### config.mk
export PLATFORM = sky130hd
export DESIGN_NAME = sysclk_ctrl
export DESIGN_NICKNAME = d
export VERILOG_FILES = /design/src/rtl/sysclk_pkg.sv /design/src/rtl/sysclk_lock_timer.sv /design/src/rtl/sysclk_regs.sv /design/src/rtl/sysclk_divider.sv /design/src/rtl/sysclk_ctrl.sv
export SDC_FILE = /design/constraint.sdc
export NUM_CORES = 1
export LEC_CHECK = 0
export BUFFER_PORTS_ARGS = -buffer_cell sky130_fd_sc_hd__buf_2
export CAP_MARGIN = 15
export CORE_MARGIN = 4
export CORE_UTILIZATION = 32
export CTS_BUF_LIST = sky130_fd_sc_hd__clkbuf_2
export CTS_CLUSTER_SIZE = 40
export DETAILED_ROUTE_END_ITERATION = 10
export PLACE_DENSITY = 0.5
export SLEW_MARGIN = 20
export SYNTH_ARGS = -nofsm -noshare
export SYNTH_HDL_FRONTEND = slang
export SYNTH_SLANG_ARGS = --single-unit
### constraint.sdc
create_clock -name clk -period 1.65 [get_ports clk]
set_input_delay 0 -clock clk [delete_from_list [all_inputs] [get_ports clk]]
set_output_delay 0 -clock clk [all_outputs]
set_load 0.005 [all_outputs]
### src/rtl/sysclk_pkg.sv
package sysclk_pkg;
  localparam int ADDR_W = 2;
  localparam int DATA_W = 8;
  localparam int DIV_W  = 4;
  localparam int MODE_W = 2;

  typedef enum logic [ADDR_W-1:0] {
    REG_CTRL = 2'd0,
    REG_MODE = 2'd1,
    REG_DIV  = 2'd2,
    REG_NONE = 2'd3
  } reg_addr_e;

  typedef enum logic [MODE_W-1:0] {
    MUL_X3  = 2'd0,
    MUL_X4  = 2'd1,
    MUL_X5  = 2'd2,
    MUL_BAD = 2'd3
  } mul_mode_e;

  localparam int CTRL_SEL_BIT  = 0;
  localparam int CTRL_PWDN_BIT = 1;
  localparam int CTRL_LOCK_BIT = 2;
endpackage

### src/rtl/sysclk_lock_timer.sv
module sysclk_lock_timer #(
  parameter int LOCK_CYCLES = 4800
) (
  input  logic clk,
  input  logic rst_n,
  input  logic pwrdn,
  output logic locked
);
  localparam int CNT_W = $clog2(LOCK_CYCLES + 1);
  localparam logic [CNT_W-1:0] LIMIT = CNT_W'(LOCK_CYCLES);

  logic [CNT_W-1:0] cnt_q;

  always_ff @(posedge clk) begin
    if (!rst_n || pwrdn) begin
      cnt_q <= '0;
    end else if (cnt_q != LIMIT) begin
      cnt_q <= cnt_q + 1'b1;
    end
  end

  // Lock falls in the same cycle that power-down is set.
  assign locked = !pwrdn && (cnt_q == LIMIT);
endmodule

### src/rtl/sysclk_regs.sv
module sysclk_regs
  import sysclk_pkg::*;
(
  input  logic              clk,
  input  logic              rst_n,
  input  logic              wr_en,
  input  logic [ADDR_W-1:0] addr,
  input  logic [DATA_W-1:0] wr_data,
  input  logic              locked,
  output logic              sel_main,
  output logic              pwrdn,
  output logic [MODE_W-1:0] mode,
  output logic [DIV_W-1:0]  div
);
  logic ctrl_wr, mode_wr, div_wr;
  logic want_pwdn, want_main;

  assign ctrl_wr   = wr_en && (reg_addr_e'(addr) == REG_CTRL);
  assign mode_wr   = wr_en && (reg_addr_e'(addr) == REG_MODE);
  assign div_wr    = wr_en && (reg_addr_e'(addr) == REG_DIV);
  assign want_pwdn = wr_data[CTRL_PWDN_BIT];
  assign want_main = wr_data[CTRL_SEL_BIT];

  always_ff @(posedge clk) begin
    if (!rst_n) begin
      sel_main <= 1'b1;
      pwrdn    <= 1'b1;
    end else if (ctrl_wr) begin
      pwrdn <= want_pwdn;
      if (want_pwdn || want_main) begin
        sel_main <= 1'b1;
      end else if (locked) begin
        sel_main <= 1'b0;
      end
    end
  end

  always_ff @(posedge clk) begin
    if (!rst_n) begin
      mode <= MUL_X3;
    end else if (mode_wr && sel_main &&
                 (mul_mode_e'(wr_data[MODE_W-1:0]) != MUL_BAD)) begin
      mode <= wr_data[MODE_W-1:0];
    end
  end

  always_ff @(posedge clk) begin
    if (!rst_n) begin
      div <= '0;
    end else if (div_wr) begin
      div <= wr_data[DIV_W-1:0];
    end
  end
endmodule

### src/rtl/sysclk_divider.sv
module sysclk_divider #(
  parameter int W = 4
) (
  input  logic         clk,
  input  logic         rst_n,
  input  logic [W-1:0] ratio,
  output logic         tick
);
  logic [W-1:0] cnt_q;
  logic [W-1:0] act_q;

  assign tick = (cnt_q == act_q);

  always_ff @(posedge clk) begin
    if (!rst_n) begin
      cnt_q <= '0;
      act_q <= '0;
    end else if (tick) begin
      cnt_q <= '0;
      act_q <= ratio;
    end else begin
      cnt_q <= cnt_q + 1'b1;
    end
  end
endmodule

### src/rtl/sysclk_ctrl.sv
module sysclk_ctrl
  import sysclk_pkg::*;
#(
  parameter int LOCK_CYCLES = 4800
) (
  input  logic              clk,
  input  logic              rst_n,
  input  logic              wr_en,
  input  logic [ADDR_W-1:0] addr,
  input  logic [DATA_W-1:0] wr_data,
  output logic [DATA_W-1:0] rd_data,
  output logic              src_pll,
  output logic              pll_pwrdn,
  output logic [MODE_W-1:0] pll_mode,
  output logic              pll_locked,
  output logic              sys_clk_en
);
  logic             sel_main;
  logic [DIV_W-1:0] div_field;

  sysclk_lock_timer #(.LOCK_CYCLES(LOCK_CYCLES)) u_lock (
    .clk    (clk),
    .rst_n  (rst_n),
    .pwrdn  (pll_pwrdn),
    .locked (pll_locked)
  );

  sysclk_regs u_regs (
    .clk      (clk),
    .rst_n    (rst_n),
    .wr_en    (wr_en),
    .addr     (addr),
    .wr_data  (wr_data),
    .locked   (pll_locked),
    .sel_main (sel_main),
    .pwrdn    (pll_pwrdn),
    .mode     (pll_mode),
    .div      (div_field)
  );

  sysclk_divider #(.W(DIV_W)) u_div (
    .clk   (clk),
    .rst_n (rst_n),
    .ratio (div_field),
    .tick  (sys_clk_en)
  );

  assign src_pll = !sel_main;

  always_comb begin
    rd_data = '0;
    unique case (reg_addr_e'(addr))
      REG_CTRL: begin
        rd_data[CTRL_SEL_BIT]  = sel_main;
        rd_data[CTRL_PWDN_BIT] = pll_pwrdn;
        rd_data[CTRL_LOCK_BIT] = pll_locked;
      end
      REG_MODE: rd_data[MODE_W-1:0] = pll_mode;
      REG_DIV:  rd_data[DIV_W-1:0]  = div_field;
      default:  rd_data = '0;
    endcase
  end
endmodule

# Yosys cells after proc, flatten, opt, wreduce, memory -nomap -nowiden
# Index checks and enable logic that the tools add are counted.
[totals]
reg_bits = 29
rom_bits = 0
out_inout_bits = 14
memories = 0
in_bits = 13
mem_bits_rw = 0
wordCells = 36
latchBits = 0
[op_classes]
magnitude_cmp = 0
n_shift = 0
n_reduce_logical = 15
n_addsub = 2
muxes = 5
bitwise = 1
n_mul = 0
div = 0
n_eq_ne = 6
[op_table]
columns = ["cell", "count"]
rows = [
  ["$add 13x1->13 const B", 1],
  ["$eq 13x13->1 const B", 1],
  ["$ne 13x13->1 const B", 1],
  ["$logic_and 1x1->1", 6],
  ["$pmux 2 s3", 1],
  ["$add 4x1->4 const B", 1],
  ["$eq 4x4->1", 1],
  ["$logic_not 1->1", 3],
  ["$mux 1", 3],
  ["$eq 2x1->1 const B", 1],
  ["$eq 2x2->1 const B", 1],
  ["$logic_not 2->1", 1],
  ["$logic_or 1x1->1", 2],
  ["$ne 2x2->1 const B", 1],
  ["$pmux 1 s2", 1],
  ["$reduce_and 2->1", 1],
  ["$reduce_bool 2->1", 1],
  ["$reduce_or 2->1", 1],
  ["$not 1->1", 1],
]

# Depth between registers and ports, before layout
# Gate-level depths: netlist of the first run.
[logic_depth]
depth_word = 4
ltp_mapped = 5
mapped_depth_nobuf = 5

# Cells and area by module
# Synthesis of the first run repeated with hierarchy kept, for this count alone.
[hier_totals]
cells_unflattened = 158
hier_area_um2 = 1456.4
[modules_own_cells]
columns = ["mod", "cells_each", "area_each_um2", "seq_area_each_um2", "n_inst"]
rows = [
  ["sysclk_lock_timer", 79, 678.2, 260.2, 1],
  ["sysclk_divider", 34, 356.6, 160.2, 1],
  ["sysclk_regs", 29, 314.1, 160.2, 1],
  ["sysclk_ctrl", 16, 107.6, 0.0, 1],
]

# Worst setup path after synthesis of the first run
# Ideal clock, no wire load.
[synth_timing]
path_kind = "register to register"
startpoint = "reg u_lock.cnt_q[2]"
endpoint = "reg u_lock.cnt_q[0]"
path_stages_with_launch = 4
setup_time_ns = 0.121
t_arrival_ns = 1.581
n_path_buf = 0
required_time_ns = 1.529
period_less_slack_ns = 1.702
path_slack_ns = -0.052
path_cell_list = "dfxtp_1 -> or4_4 -> or3_4 -> mux2_4"
[synth_via]
elab_chain_len = 1
[synth_lines]
columns = ["element", "line_no", "rtl"]
rows = [
  ["start, declared", "sysclk_lock_timer.sv:12", "logic [CNT_W-1:0] cnt_q;"],
  ["start signal, assigned", "sysclk_lock_timer.sv:18", "cnt_q <= cnt_q + 1'b1;"],
  ["$ne 13x13->1", "sysclk_lock_timer.sv:17", "end else if (cnt_q != LIMIT) begin"],
]
# No other way between the ends.
# A chain may end at the register's enable or synchronous reset.

# Worst setup path after layout of the first run
[layout_timing]
startpoint = "reg u_lock.cnt_q[11]"
endpoint = "out rd_data[2]"
[layout_via]
elab_chain_len = 3
[layout_lines]
columns = ["element", "line_no", "rtl"]
rows = [
  ["$eq 13x13->1", "sysclk_lock_timer.sv:23", "assign locked = !pwrdn && (cnt_q == LIMIT);"],
  ["$logic_and 1x1->1", "sysclk_lock_timer.sv:23", ""],
  ["$pmux 1 s2", "sysclk_ctrl.sv:52", "unique case (reg_addr_e'(addr))"],
  ["end, declared", "sysclk_ctrl.sv:11", "output logic [DATA_W-1:0] rd_data,"],
]
# No other way between the ends.

==> summary.md, run 1 <==
| Metric | Value |
|---|---|
| Die width | 75.6 um |
| Post-synth ARST share | 0% |
| RD Place Congestion | between 0.7 and 0.8 |
| Num CTS Buffers | 5 |
| DRC | 0 |
| Cell area after synthesis | 1460 um2 |
| Met3 Usage GRT | 4.75% |
| P_leak | 0.000787 uW |
| Row count | 24 |
| CTS Root Cell | clkbuf_2 |
| Cell Chain, Critical Path | or4_4 -> or3_4 -> o41ai_4 -> buf_2 |
| Clk slew on worst S/H paths | 0.15 ns |
| Vias | approximately 1300 |
| Failing checks | negative setup slack |
| Fraction of layout cells with a size suffix above 1 | 26.3% |
| Seq/Total Area, Yosys | approximately 40% |
| Die height | approximately 76 um |
| Vias per cell | slightly above 5 |
| CP Data Arrival Time | 2.00 ns |
| # clock sinks | 29 |
| R2r startpoint | u_lock.cnt_q[11]$_SDFFE_PP0P_ |
| Final Setup Violations | 4 |
| Crit end category | output pin |
| Syn Inst Count | 164 |
| Area delta synth->final | 26.9% |
| Status | complete, but fails checks |
| Delay-heaviest family, CP | simple AND/OR/NAND/NOR gates |
| First-pass detailed-route iteration total | 4 |
| Avg WL per Cell | 13.3 um |
| CP startpoint | u_lock.cnt_q[11]$_SDFFE_PP0P_ |
| Vias in the first global route | ~1300 |
| Util after Layout | ~42% |
| Multi-input logic area | 828 um2 |
| Sum Neg Setup Slack | -1.15 ns |
| Max Clock Skew | 0.0173 ns |
| Fillers | 443 |
| Area contributors post-synth | dfxtp_1, mux2i_1, xor2_1 |
| CP Class | reg2out |
| Final hold vios | 0 |
| Yosys reg bits | 29 |
| Buffers on Ports | 18 |
| Crit path max-delay cell type | or4_4 |
| Worst Path Required | 1.65 ns |
| Clock Path Buffers | 2 |
| Syn Area/Cell | 8.92 um2 |
| Final WS setup | -0.349 ns |
| Crit path largest cell delay | 0.53 ns |
| H-tree depth | 2 |
| Post-synth EDFFs | 0 |
| Core area | 4380 um2 |
| Detailed placer's ending HPWL | 2560 um |
| Worst hold endpoint | u_regs.sel_main$_SDFFE_PN1P_ |
| Slew Viols, Final | 0 |
| P per Cell Area | 652 nW/um2 |
| Post-route ant nets | 0 |
| Reg area | 583 um2 |
| Synth top area share | 39.7% |
| Layer with the highest usage | met2 |
| Met2 usage | 23.2% |
| GR met1 Demand/Resource | about 14% |
| Largest net degree at the start of global routing | 15 |
| Cell taking the most area after synthesis | dfxtp_1 |
| Synth unique cells | 37 |
| Routed Wire Length | 3470 um |
| Hold Path Origin | rst_n |
| Initial DRC count | 30 |
| Worst Path Buf+Inv | 1 |
| WHS Path Cells | 3 |
| Post-synth top flop | dfxtp_1 |
| Worst-Skew Late Latency | roughly 0.34 ns |
| Final Critical Period | 2.00 ns |
| GRT Residual Overflow | 0 |
| F_max | 500 MHz |
| Max Cap Viol | 0 |
| Gr usage total | 13.2% |
| Period utilization | 121% |
| First-pass GRT wire length | 5730 um |
| Max VDD drop | 0.251 mV |
| Setup repair after global routing missed its margin | true |
| Yosys warns | 0 |
| Final Net Count | 225 |
| Die area | 5720 um2 |
| Reg2reg path depth | 5 |
| CP Max Fanout | 2 |
| Top Ports | 27 |
| Reg2Reg Setup Slack | -0.27 ns |
| Initial antenna violation count | 0 |
| Worst r2r dst | u_lock.cnt_q[1]$_SDFFE_PP0P_ |
| Initial cell density of the core | 33.4% |
| Ant diodes | 0 |
| CTS tree | built |
| Hold crit path type | in2reg |
| Setup crit start kind | register |
sequential cells by signal, indices dropped and copies added (netlist names):
| signal | cells |
|---|---|
| u_lock.cnt_q | 13 |
| u_regs.sel_main | 1 |
| u_div.cnt_q | 4 |
| u_div.act_q | 4 |
| u_regs.pwrdn | 1 |
| u_regs.mode | 2 |
| u_regs.div | 4 |
layout make-up:
cell class,count,share of cell area (%)
multi-input combinational,120,44.6
sequential,29,31.4
timing repair buffer,45,17.0
tap,52,3.51
clock buffer,6,1.62
inverter,8,1.62
clock inverter,1,0.202
routing by layer:
layer  share of wire (%)  routed length [um]
met5                   0                   0
met4                 1.1                  39
met3                 4.5                 155
met1                  43                1480
met2                  52                1790
repair_timing:
item,4_1_cts,5_1_grt
pin swaps,1,0
resized for setup,3,2
endpoints found under the setup margin,4,4
hold buffers,6,0
hold endpoints to repair,8,0
setup buffers,3,0
tightest hold or removal path: cells and delay by family:
kind,cells,cell delay [ns]
AO/OA/AOI/OAI,1,0.11
buffers and inverters,2,0.27
stage by stage:
stage	worst slack (ns)	cells	total power, uW	instance area [um2]	hold slack, ns
after global placement	-0.0385	245	882	1720	0.238
after detailed placement	-0.0434	245	886	1720	0.252
after CTS	-0.416	261	1230	1840	0.0377
final	-0.349	261	1210	1860	0.0741
after floorplan	-0.0317	167	833	1480	0.128
after global routing	-0.451	261	1290	1860	0.0280
kinds of logic (layout without fill, tap and decap cells):
kind of cell | Yosys count | after routing | synth area share, %
other | 1 | 4 | 0.256
buffers and inverters | 18 | 60 | 5.65
multiplexers | 13 | 13 | 9.58
adder cells (fa/ha/maj) | 3 | 3 | 2.57
AND/OR/NAND/NOR | 65 | 65 | 26.3
XOR/XNOR | 8 | 8 | 4.79
AO/OA/AOI/OAI | 27 | 27 | 11.2
flip-flops | 29 | 29 | 39.7
synthesized netlist by cell type (all sizes together), types with 5 or more instances:
cell type	count
dfxtp	29
nand2	13
a21oi	11
mux2i	11
nor2	11
o21ai	9
inv	8
nand3	8
xor2	7
clkbuf	6
or3	5
or4	5
how the worst max path moves through the flow:
stage                                        end  slack, ns  cells after the start
floorplan           u_lock.cnt_q[0]$_SDFFE_PP0P_      -0.03                      3
global placement    u_lock.cnt_q[0]$_SDFFE_PP0P_      -0.04                      3
detailed placement  u_lock.cnt_q[1]$_SDFFE_PP0P_      -0.04                      3
CTS                                   rd_data[2]      -0.42                      4
global route                          rd_data[2]      -0.45                      4
finish                                rd_data[2]      -0.35                      4
cells in the final DEF, fill, tap and decap left out, types with 3 or more instances in the layout:
master / netlist / final
a21oi_1: 11 / 11
buf_2: 0 / 18
buf_4: 4 / 19
clkbuf_2: 0 / 6
conb_1: 1 / 4
dfxtp_1: 29 / 27
dlygate4sd3_1: 0 / 6
ha_1: 3 / 3
inv_1: 8 / 8
mux2i_1: 11 / 11
nand2_1: 13 / 13
nand3_1: 8 / 8
nand3b_1: 4 / 4
nand4_1: 4 / 4
nor2_1: 11 / 10
nor3_1: 4 / 4
o21ai_0: 6 / 6
o21ai_1: 3 / 3
o31ai_1: 4 / 4
or3_1: 4 / 4
or4_1: 4 / 4
xor2_1: 7 / 7
report_power, final:
group          internal (uW)  total, uW  switching [uW]
combinational           80.5        156            75.6
sequential               713        725            12.4
clock                   99.1        329             230
Power figures use the tool's default switching activity.
==> inputs of run 2 (changes only) <==
- PLACE_DENSITY: 0.5 -> 0.48
- clock period: 1.65 -> 2 ns (I/O delays scaled with it)
==> run 2 against run 1 <==
Effect of this change: flip-flop and latch count unchanged; cell count decreased by 5.7%; critical path depth unchanged; clock power decreased by 17%; routed wire length decreased by 8.3%; highest routed layer unchanged; sequential share of layout area increased by 2.7 points; via count decreased by 4.6%; register-to-register slack improved by 0.44 ns; the run now ends clean.
==> summary.md, run 2 (synthesis results as in run 1) <==
| Metric | Value |
|---|---|
| CP Class | reg2out |
| Crit path largest cell delay | 0.53 ns |
| Setup crit start kind | register |
| Most frequent cells in the layout | dfxtp_1, buf_2, nand2_1 |
| Initial DRC count | 50 |
| Largest net degree at the start of global routing | 15 |
| Hold crit path type | in2reg |
| Die area | between 5000 and 6000 um2 |
| P_leak | around 0.00070 uW |
| Setup repair after global routing missed its margin | true |
| Clk network pwr share | 27.8% |
| Gr usage total | 12.5% |
| Final Net Count | 210 |
| P per Cell Area | 568 nW/um2 |
| Initial cell density of the core | roughly a third |
| Final Critical Period | 2.00 ns |
| Util after Layout | 39.4% |
| Core area | 4380 um2 |
| Min Hold Slack | 0.126 ns |
| F_max | 500 MHz |
| Num CTS Buffers | 5 |
| Worst Path Buf+Inv | 1 |
| Buffers on Ports | 18 |
| Final Setup Violations | 0 |
| Die width | around 76 um |
| Sum Neg Setup Slack | 0 ns |
| Sw Pwr | ~260 uW |
| Reg power frac | 60.8% |
| Clk slew on worst S/H paths | 0.14 ns |
| Delay-heaviest family, CP | simple AND/OR/NAND/NOR gates |
| Fillers | about 460 |
| CTS tree | built |
| Post-route ant nets | 0 |
| Switching Share | 26.4% |
| Int Power | a little over 700 uW |
| Final hold vios | 0 |
| Worst-Margin Slew | 0.614 ns |
| Slew headroom | around three fifths |
| Period utilization | 99.9% |
| Vias | 1273 |
| Avg WL per Cell | 12.9 um |
| # clock sinks | 29 |
| Area delta synth->final | 18.2% |
| Fin cells | about 250 |
| Max Clock Skew | between 0.01 and 0.015 ns |
| Routed Wire Length | 3180 um |
| Vias in the first global route | 1234 |
| CP Max Fanout | 2 |
| Most flops, register | u_lock.cnt_q |
| Die height | 75.6 um |
| H-tree depth | 2 |
| Most common cell after layout, fill and taps aside | dfxtp_1 |
| Fraction of layout cells with a size suffix above 1 | 22.2% |
| Slew Viols, Final | 0 |
| Placed cells | between 200 and 250 |
| RD Place Congestion | 0.827 |
| Vias per cell | 5.17 |
| Max VDD drop | 0.159 mV |
| Initial antenna violation count | 0 |
| Clock Path Buffers | 2 |
| CP Data Arrival Time | 2.00 ns |
| CTS Root Cell | clkbuf_2 |
| Cell Chain, Critical Path | or4b_4 -> or3_4 -> o41ai_2 -> buf_2 |
| DRC | 0 |
| Status | finished, final reports clean |
| Max FFs per register | 13 |
| Worst Path Required | 2.00 ns |
| Top Ports | 27 |
| Crit end category | output pin |
| Detailed placer's ending HPWL | 2280 um |
| First-pass GRT wire length | 5350 um |
| Tot Pwr | 982 uW |
| Ant diodes | 0 |
| Max Cap Viol | 0 |
| Logic pwr share | between 10% and 20% |
| Worst-Skew Late Latency | 0.34 ns |
| First-pass detailed-route iteration total | 4 |
| GRT Residual Overflow | 0 |
| Row count | 24 |
| Crit path max-delay cell type | or4b_4 |
==> run 2: changes by cell type in the layout (fill, tap and decap cells not counted) <==
cell | before | now
nor2_1 | 10 | 11
buf_4 | 19 | 6
nor2_2 | 1 | 0
o41ai_4 | 1 | 0
dfxtp_1 | 27 | 23
buf_6 | 2 | 0
dfxtp_4 | 0 | 1
dfxtp_2 | 2 | 5
o41ai_2 | 0 | 1
==> run 2: worst paths after layout <==
path | startpoint | endpoint | slack, ns | cells after the start
worst min-delay path | wr_en | u_regs.mode[0]$_SDFFE_PN0P_ | 0.13 | 4
worst min register to register | u_regs.div[2]$_SDFFE_PN0P_ | u_div.act_q[2]$_SDFFE_PN0P_ | 0.48 | 2
worst max-delay path | u_lock.cnt_q[8]$_SDFFE_PP0P_ | rd_data[2] | 0.001 | 4
worst max register to register | u_lock.cnt_q[8]$_SDFFE_PP0P_ | u_lock.cnt_q[1]$_SDFFE_PP0P_ | 0.17 | 4
==> run 2: cell type report <==
| cell class | instances | area, um2 | share of cell area [%] |
|---|---|---|---|
| clock inverters | 1 | 3.75 | 0.217 |
| clock buffers | 6 | 30.0 | 1.74 |
| well taps | 52 | 65.1 | 3.76 |
| flip-flops and latches | 29 | 591 | 34.2 |
| inverters | 8 | 30.0 | 1.74 |
| multi-input cells | 120 | 815 | 47.1 |
| repair buffers | 30 | 195 | 11.3 |
==> run 2: repair_timing <==
action                                  CTS  global route
hold buffers                              6             0
resized for setup                         6             2
endpoints found under the hold margin    12             0
pin swaps                                 1             1
buffers inserted                          3             1
endpoints found under the setup margin    1             2
==> run 2: per-stage QoR <==
stage	setup slack, ns	area [um2]
6_report	0.00142	1730
5_1_grt	-0.118	1730
4_1_cts	-0.0723	1720
3_5_place_dp	0.245	1590
3_3_place_gp	0.259	1590
2_1_floorplan	0.298	1470
==> run 2: power by group through the flow <==
stage          combinational, uW  sequential [uW]  clock, uW
2_1_floorplan               78.6              609          0
3_3_place_gp                 104              611          0
3_5_place_dp                 105              611          0
4_1_cts                      114              597        299
5_1_grt                      126              600        321
6_report                     112              597        273
==> run 2: metal layers <==
metal  up-vias  GRT usage (%)  wire length, um
met5         -              0                0
met1       606           14.2             1490
li1        637              -                -
met4         0           5.24               23
met3         2           4.35              176
met2        28           21.3             1500
==> run 2: worst min-delay path, stage by stage <==
cell and delay [ns]:
buf_2 0.12, nand4b_1 0.10, o21ai_0 0.09, a21oi_1 0.13
